--- src/rtl/apf_pkg.sv ---
package apf_pkg;

  // Outcome of comparing a closed window's useful count with the thresholds
  typedef enum logic [1:0] {
    VERDICT_KEEP   = 2'd0,
    VERDICT_GROW   = 2'd1,
    VERDICT_SHRINK = 2'd2
  } verdict_e;

endpackage

--- src/rtl/apf_rst_sync.sv ---
module apf_rst_sync (
  input  logic clk,
  input  logic arst_n,
  output logic srst_n
);

  logic [1:0] sync_q;

  // Assert at once, deassert after two clock edges
  always_ff @(posedge clk or negedge arst_n) begin
    if (!arst_n) sync_q <= 2'b00;
    else         sync_q <= {sync_q[0], 1'b1};
  end

  assign srst_n = sync_q[1];

endmodule

--- src/rtl/apf_seq.sv ---
module apf_seq #(
  parameter int ADDR_W = 32,
  parameter int DEP_W  = 3
) (
  input  logic              clk,
  input  logic              rst_n,
  input  logic              miss_v,
  input  logic [ADDR_W-1:0] miss_a,
  input  logic [DEP_W-1:0]  depth,
  input  logic              req_ready,
  output logic              req_valid,
  output logic [ADDR_W-1:0] req_addr,
  output logic              req_fire,
  output logic              zm_valid,
  output logic [ADDR_W-1:0] zm_addr
);

  localparam logic [ADDR_W-1:0] ONE_A = ADDR_W'(1);
  localparam logic [DEP_W-1:0]  ONE_D = DEP_W'(1);
  localparam logic [DEP_W-1:0]  NIL_D = '0;

  logic              busy_q, busy_n;
  logic [ADDR_W-1:0] cur_q, cur_n;
  logic [DEP_W-1:0]  left_q, left_n;
  logic              held_v_q, held_v_n;
  logic [ADDR_W-1:0] held_a_q, held_a_n;
  logic              zm_q, zm_n;
  logic [ADDR_W-1:0] zma_q, zma_n;

  logic              start;
  logic [ADDR_W-1:0] start_a;

  always_comb begin
    start    = !busy_q && (held_v_q || miss_v);
    start_a  = held_v_q ? held_a_q : miss_a;
    req_fire = busy_q && req_ready;

    // Single hold slot: the latest miss seen while the slot cannot start wins
    held_v_n = held_v_q;
    held_a_n = held_a_q;
    if (busy_q || held_v_q) begin
      if (!busy_q) held_v_n = 1'b0;
      if (miss_v) begin
        held_v_n = 1'b1;
        held_a_n = miss_a;
      end
    end

    busy_n = busy_q;
    cur_n  = cur_q;
    left_n = left_q;
    if (start) begin
      busy_n = (depth != NIL_D);
      cur_n  = start_a + ONE_A;
      left_n = depth;
    end else if (req_fire) begin
      cur_n  = cur_q + ONE_A;
      left_n = left_q - ONE_D;
      if (left_q == ONE_D) busy_n = 1'b0;
    end

    zm_n  = start && (depth == NIL_D);
    zma_n = start ? (start_a + ONE_A) : zma_q;
  end

  always_ff @(posedge clk or negedge rst_n) begin
    if (!rst_n) begin
      busy_q   <= 1'b0;
      cur_q    <= '0;
      left_q   <= '0;
      held_v_q <= 1'b0;
      held_a_q <= '0;
      zm_q     <= 1'b0;
      zma_q    <= '0;
    end else begin
      busy_q   <= busy_n;
      cur_q    <= cur_n;
      left_q   <= left_n;
      held_v_q <= held_v_n;
      held_a_q <= held_a_n;
      zm_q     <= zm_n;
      zma_q    <= zma_n;
    end
  end

  assign req_valid = busy_q;
  assign req_addr  = cur_q;
  assign zm_valid  = zm_q;
  assign zm_addr   = zma_q;

endmodule

--- src/rtl/apf_window.sv ---
module apf_window
  import apf_pkg::*;
#(
  parameter int WINDOW = 16,
  parameter int UP_TH  = 12,
  parameter int LO_TH  = 8
) (
  input  logic     clk,
  input  logic     rst_n,
  input  logic     req_fire,
  input  logic     hit,
  output logic     eval,
  output verdict_e verdict
);

  localparam int CNT_W = $clog2(WINDOW + 1);
  localparam logic [CNT_W-1:0] WIN_C = CNT_W'(WINDOW);
  localparam logic [CNT_W-1:0] UP_C  = CNT_W'(UP_TH);
  localparam logic [CNT_W-1:0] LO_C  = CNT_W'(LO_TH);

  logic [CNT_W-1:0] issued_q, issued_n;
  logic [CNT_W-1:0] useful_q, useful_n;
  logic [CNT_W-1:0] fire_inc, hit_inc;

  always_comb begin
    fire_inc = {{(CNT_W-1){1'b0}}, req_fire};
    hit_inc  = {{(CNT_W-1){1'b0}}, hit};
    eval     = (issued_q == WIN_C);

    if (useful_q > UP_C)      verdict = VERDICT_GROW;
    else if (useful_q < LO_C) verdict = VERDICT_SHRINK;
    else                      verdict = VERDICT_KEEP;

    // A closed window restarts; an event in the evaluation cycle opens the next one
    if (eval) begin
      issued_n = fire_inc;
      useful_n = hit_inc;
    end else begin
      issued_n = issued_q + fire_inc;
      useful_n = (useful_q == WIN_C) ? useful_q : (useful_q + hit_inc);
    end
  end

  always_ff @(posedge clk or negedge rst_n) begin
    if (!rst_n) begin
      issued_q <= '0;
      useful_q <= '0;
    end else begin
      issued_q <= issued_n;
      useful_q <= useful_n;
    end
  end

endmodule

--- src/rtl/apf_degree.sv ---
module apf_degree
  import apf_pkg::*;
#(
  parameter int LA_MAX  = 4,
  parameter int LA_INIT = 1,
  localparam int LA_W   = $clog2(LA_MAX + 1)
) (
  input  logic            clk,
  input  logic            rst_n,
  input  logic            eval,
  input  verdict_e        verdict,
  input  logic            wake,
  output logic [LA_W-1:0] depth
);

  localparam logic [LA_W-1:0] TOP_C  = LA_W'(LA_MAX);
  localparam logic [LA_W-1:0] INIT_C = LA_W'(LA_INIT);
  localparam logic [LA_W-1:0] ONE_C  = LA_W'(1);

  logic [LA_W-1:0] depth_q, depth_n;
  logic            upd_en;

  always_comb begin
    depth_n = depth_q;
    if (wake) begin
      depth_n = ONE_C;
    end else if (eval) begin
      if (verdict == VERDICT_GROW && depth_q != TOP_C)     depth_n = depth_q + ONE_C;
      else if (verdict == VERDICT_SHRINK && depth_q != '0) depth_n = depth_q - ONE_C;
    end
    upd_en = wake || eval;
  end

  always_ff @(posedge clk or negedge rst_n) begin
    if (!rst_n)      depth_q <= INIT_C;
    else if (upd_en) depth_q <= depth_n;
  end

  assign depth = depth_q;

endmodule

--- src/rtl/adaptive_prefetcher.sv ---
module adaptive_prefetcher
  import apf_pkg::*;
#(
  parameter int ADDR_W = 32,
  parameter int LA_MAX = 4,
  parameter int WINDOW = 16,
  parameter int UP_TH  = 12,
  parameter int LO_TH  = 8,
  localparam int LA_W  = $clog2(LA_MAX + 1)
) (
  input  logic              clk,
  input  logic              rst_n,
  input  logic              miss_valid,
  input  logic [ADDR_W-1:0] miss_addr,
  input  logic              acc_valid,
  input  logic              acc_pf_tag,
  input  logic              acc_zero_tag,
  output logic              pf_valid,
  input  logic              pf_ready,
  output logic [ADDR_W-1:0] pf_addr,
  output logic              clr_tag,
  output logic              zmark_valid,
  output logic [ADDR_W-1:0] zmark_addr,
  output logic [LA_W-1:0]   lookahead
);

  logic     srst_n;
  logic     req_fire;
  logic     hit;
  logic     wake;
  logic     eval;
  verdict_e verdict;
  logic     clr_q, clr_n;

  apf_rst_sync u_rst (
    .clk    (clk),
    .arst_n (rst_n),
    .srst_n (srst_n)
  );

  apf_seq #(.ADDR_W(ADDR_W), .DEP_W(LA_W)) u_seq (
    .clk       (clk),
    .rst_n     (srst_n),
    .miss_v    (miss_valid),
    .miss_a    (miss_addr),
    .depth     (lookahead),
    .req_ready (pf_ready),
    .req_valid (pf_valid),
    .req_addr  (pf_addr),
    .req_fire  (req_fire),
    .zm_valid  (zmark_valid),
    .zm_addr   (zmark_addr)
  );

  apf_window #(.WINDOW(WINDOW), .UP_TH(UP_TH), .LO_TH(LO_TH)) u_win (
    .clk      (clk),
    .rst_n    (srst_n),
    .req_fire (req_fire),
    .hit      (hit),
    .eval     (eval),
    .verdict  (verdict)
  );

  apf_degree #(.LA_MAX(LA_MAX), .LA_INIT(1)) u_deg (
    .clk     (clk),
    .rst_n   (srst_n),
    .eval    (eval),
    .verdict (verdict),
    .wake    (wake),
    .depth   (lookahead)
  );

  always_comb begin
    hit   = acc_valid && acc_pf_tag;
    wake  = acc_valid && acc_zero_tag && (lookahead == '0);
    clr_n = hit || wake;
  end

  always_ff @(posedge clk or negedge srst_n) begin
    if (!srst_n) clr_q <= 1'b0;
    else         clr_q <= clr_n;
  end

  assign clr_tag = clr_q;

endmodule

--- config.mk ---
export PLATFORM = sky130hd
export DESIGN_NAME = adaptive_prefetcher
export DESIGN_NICKNAME = d
export VERILOG_FILES = /design/src/rtl/apf_pkg.sv /design/src/rtl/apf_rst_sync.sv /design/src/rtl/apf_seq.sv /design/src/rtl/apf_window.sv /design/src/rtl/apf_degree.sv /design/src/rtl/adaptive_prefetcher.sv
export SDC_FILE = /design/constraint.sdc
export NUM_CORES = 1
export LEC_CHECK = 0
export ABC_AREA = 1
export BUFFER_PORTS_ARGS = -buffer_cell sky130_fd_sc_hd__buf_2
export CAP_MARGIN = 10
export CORE_ASPECT_RATIO = 0.8
export CORE_UTILIZATION = 58
export DETAILED_ROUTE_END_ITERATION = 12
export MAX_ROUTING_LAYER = met4
export PLACE_DENSITY = 0.81
export RECOVER_POWER = 50
export SETUP_SLACK_MARGIN = 0.4
export SLEW_MARGIN = 20
export SYNTH_ARGS = -nofsm -noshare
export SYNTH_HDL_FRONTEND = slang
export SYNTH_SLANG_ARGS = --single-unit
--- constraint.sdc ---
create_clock -name clk -period 4.85 [get_ports clk]
set_input_delay 0.2425 -clock clk [delete_from_list [all_inputs] [get_ports clk]]
set_output_delay 0.2425 -clock clk [all_outputs]
set_load 0.05 [all_outputs]
==> reports/metrics.cfg <==
[setup_path]
crit_type = flip-flop to flip-flop
path_max_fanout = 51
end_kind = flip-flop
crit_path_start_kind = flip-flop
worstPathArrival_ns = 3.94
r2r_setup_slack_ns = 1.24
rr_worst_depth = 9
worstPathRequired_ns = 5.19

[place]
globalplace.congestion = 0.965
dp_hpwl_microns = 13800
place_ws_ns = 2.20
portBuffers = 108

[finish]
final_common_cell = nand2_1
layout_common_cells = nand2_1 (337), dfrtp_1 (117), nor2_1 (92)
synthToLayoutAreaGrowth_pct = 15.2
nFillCells = 986
drive_above_1_share_pct = 16.2
fin_nets = 1112
antenna_cells = 0

[timing]
fin_crit_ns = 3.61
fmax_mhz = 277
fin_setup_tns_ns = 0
fin_skew_ns = 0.00553
slew-limit-headroom_pct = -89.3
setup_viol = 0
slew_violations = 112
rsz0062_at_grt = no
fin_ws_ns = 1.24
period_share_pct = 74.4
finalHoldViolCount = 0
worst_slew_pin_slew_ns = 2.84

[logic_synthesis]
synth_edf_count = 0
synthesis.area_sq_um = 7150
synth_seq_cells = 118
yosysUniqueCellTypes = 44
synth_cells = 958
ys_async_sr_fraction_pct = 100
avgSynthCellArea_sq_um = 7.46
dominantRegCellSynth = dfrtp_1
seq_area_frac_synth_pct = 41.3
ys.warnings.count = 0
synth_nets = 1006

[status]
status = complete, but fails checks
violations = max-capacitance violations, max-slew violations

[clocking]
ctsHtreeMaxLevel = 4
clock-root-buffer = clkbuf_16
clk_path_buf_depth = 2
postCtsSetupBuffers = 0
ctsResizeCount = 0
cts_hold_buf = 1
clock_insertion_delay_worst_skew_ns = 0.41
cts_made_buffers = 17
clock-sinks = 118
clk_pin_slew_ns = 0.06
cts_tree = built

[grt]
grt_max_degree = 73
grt_pass1_vias = 6180
overflow = 0
grt_usage_pct = 33.0
antenna_found_initial = 0
grt_pass1_wl_microns = 31400

[detailed_routing]
via_count = 6807
drtPass1Iterations = 8
drt_iter0_drc = 588
drc = 0
via_per_inst = 5.56
ant_nets = 0
postRouteWirelength_microns = 19300
routedWlPerCell_microns = 15.8

[hold_path]
holdPathStages = 2
hp-class = input pin to flip-flop

[floorplanning]
fp.dieW_microns = 126
initial_core_util_pct = 60.7
fp-row-count = 35
boundaryPins = 109
coreArea_sq_um = 11800
die_area_sq_um = 12800
die-height_microns = 101

[pwr]
peakVddDrop_uv = 667
power.density_nw_per_um2 = 763
p_leak_nw = 4.01

[job]
max-cap-violations = 2

[metal layers]
layer  share of wire [%]  global-route usage (%)
met1                  45                    45.9
met2                  43                    47.8
met3                 8.8                    5.60
met4                 3.1                    14.5
met5                   0                       -
[power by group]
| group | internal [mW] | switching, mW |
|---|---|---|
| combinational | 0.795 | 2.45 |
| clock | 0.760 | 0.483 |
| sequential | 1.38 | 0.420 |
[cell usage after synthesis, types with 2 or more instances]
cell | n | area share (%)
nand2_1 | 337 | 18
dfrtp_1 | 117 | 41
nor2_1 | 93 | 4.9
inv_1 | 73 | 3.8
nand3_1 | 61 | 4.3
a21oi_1 | 34 | 2.4
mux2_2 | 29 | 4.6
nand2_2 | 28 | 2.4
o21ai_0 | 27 | 1.9
nor2_2 | 14 | 1.2
nor2_4 | 12 | 1.9
xor2_1 | 12 | 1.5
buf_2 | 11 | 0.77
nor3_1 | 11 | 0.77
nand4_1 | 9 | 0.79
ha_1 | 8 | 1.4
o21ai_1 | 8 | 0.56
a31oi_1 | 7 | 0.61
o21bai_1 | 7 | 0.73
clkbuf_1 | 6 | 0.31
buf_4 | 5 | 0.52
nand2_4 | 5 | 0.79
nand3b_1 | 5 | 0.52
buf_6 | 4 | 0.63
inv_2 | 4 | 0.21
or2_2 | 4 | 0.35
xnor2_1 | 4 | 0.49
nand3_2 | 3 | 0.42
o22ai_1 | 3 | 0.26
a21oi_2 | 2 | 0.25
o211ai_1 | 2 | 0.21
[layout make-up]
class / count / area (sq um) / area share (%)
Clock inverter: 14 / 153 / 1.85
Sequential cell: 118 / 2950 / 35.9
Clock buffer: 18 / 429 / 5.21
Timing Repair Buffer: 114 / 495 / 6.02
Inverter: 77 / 289 / 3.51
Tap cell: 148 / 185 / 2.25
Multi-Input combinational cell: 736 / 3730 / 45.3
[stage by stage]
step / utilization [%] / cells / area (sq um) / hold WS, ns / total power [mW]
after floorplan: - / 958 / 7150 / -0.0531 / 4.30
after global placement: 65.7 / 1192 / 7740 / 0.0294 / 5.00
after detailed placement: 65.7 / 1192 / 7740 / 0.0287 / 5.05
after CTS: 70.7 / 1225 / 8330 / 0.0679 / 6.33
after global routing: 69.9 / 1225 / 8240 / 0.0721 / 6.67
final: 69.9 / 1225 / 8240 / 0.0761 / 6.29
[registers in the layout, indices dropped and copies added, names as in the netlist]
signal / cells
u_rst.sync_q: 2
u_seq.req_valid: 1
u_deg.depth: 3
u_seq.held_v_q: 1
u_seq.req_addr: 32
u_seq.zm_valid: 1
u_seq.zm_addr: 32
clr_tag: 1
u_win.useful_q: 5
u_seq.left_q: 3
u_seq.held_a_q: 32
u_win.issued_q: 5
[critical path, cell delays in order, from the launching register on]
cell and delay (ns):
dfrtp_1 0.45, nor2_2 0.12, clkbuf_1 1.41, inv_2 0.47, buf_4 0.47, a21oi_1 0.18
o21ai_1 0.13, nand2_1 0.09, a21oi_1 0.07, a21oi_1 0.13
[final timing paths]
kind / to / from
worst max-delay path: u_seq.req_addr[4]$_DFFE_PN0P_ / u_seq.req_valid$_DFFE_PN0P_
worst min-delay path: u_seq.held_a_q[31]$_DFFE_PN0P_ / miss_addr[31]
worst max register to register: u_seq.req_addr[4]$_DFFE_PN0P_ / u_seq.req_valid$_DFFE_PN0P_
worst min register to register: u_rst.sync_q[1]$_DFF_PN0_ / u_rst.sync_q[0]$_DFF_PN0_
max in group asynchronous: u_seq.req_addr[2]$_DFFE_PN0P_ / u_rst.sync_q[1]$_DFF_PN0_
min in group asynchronous: u_rst.sync_q[1]$_DFF_PN0_ / rst_n
[kinds of logic (layout without fill, tap and decap cells)]
family / count (synthesis) / after routing / share of synthesized area [%]
compound gates: 96 / 96 / 7.56
xor+xnor: 16 / 16 / 1.96
fa+ha+maj: 9 / 9 / 1.68
buf+inv: 104 / 223 / 6.56
flops: 118 / 118 / 41.3
mux: 29 / 29 / 4.57
other cells: 1 / 1 / 0.0524
simple gates: 585 / 585 / 36.3
No activity file was read; power rests on OpenSTA's default activity.
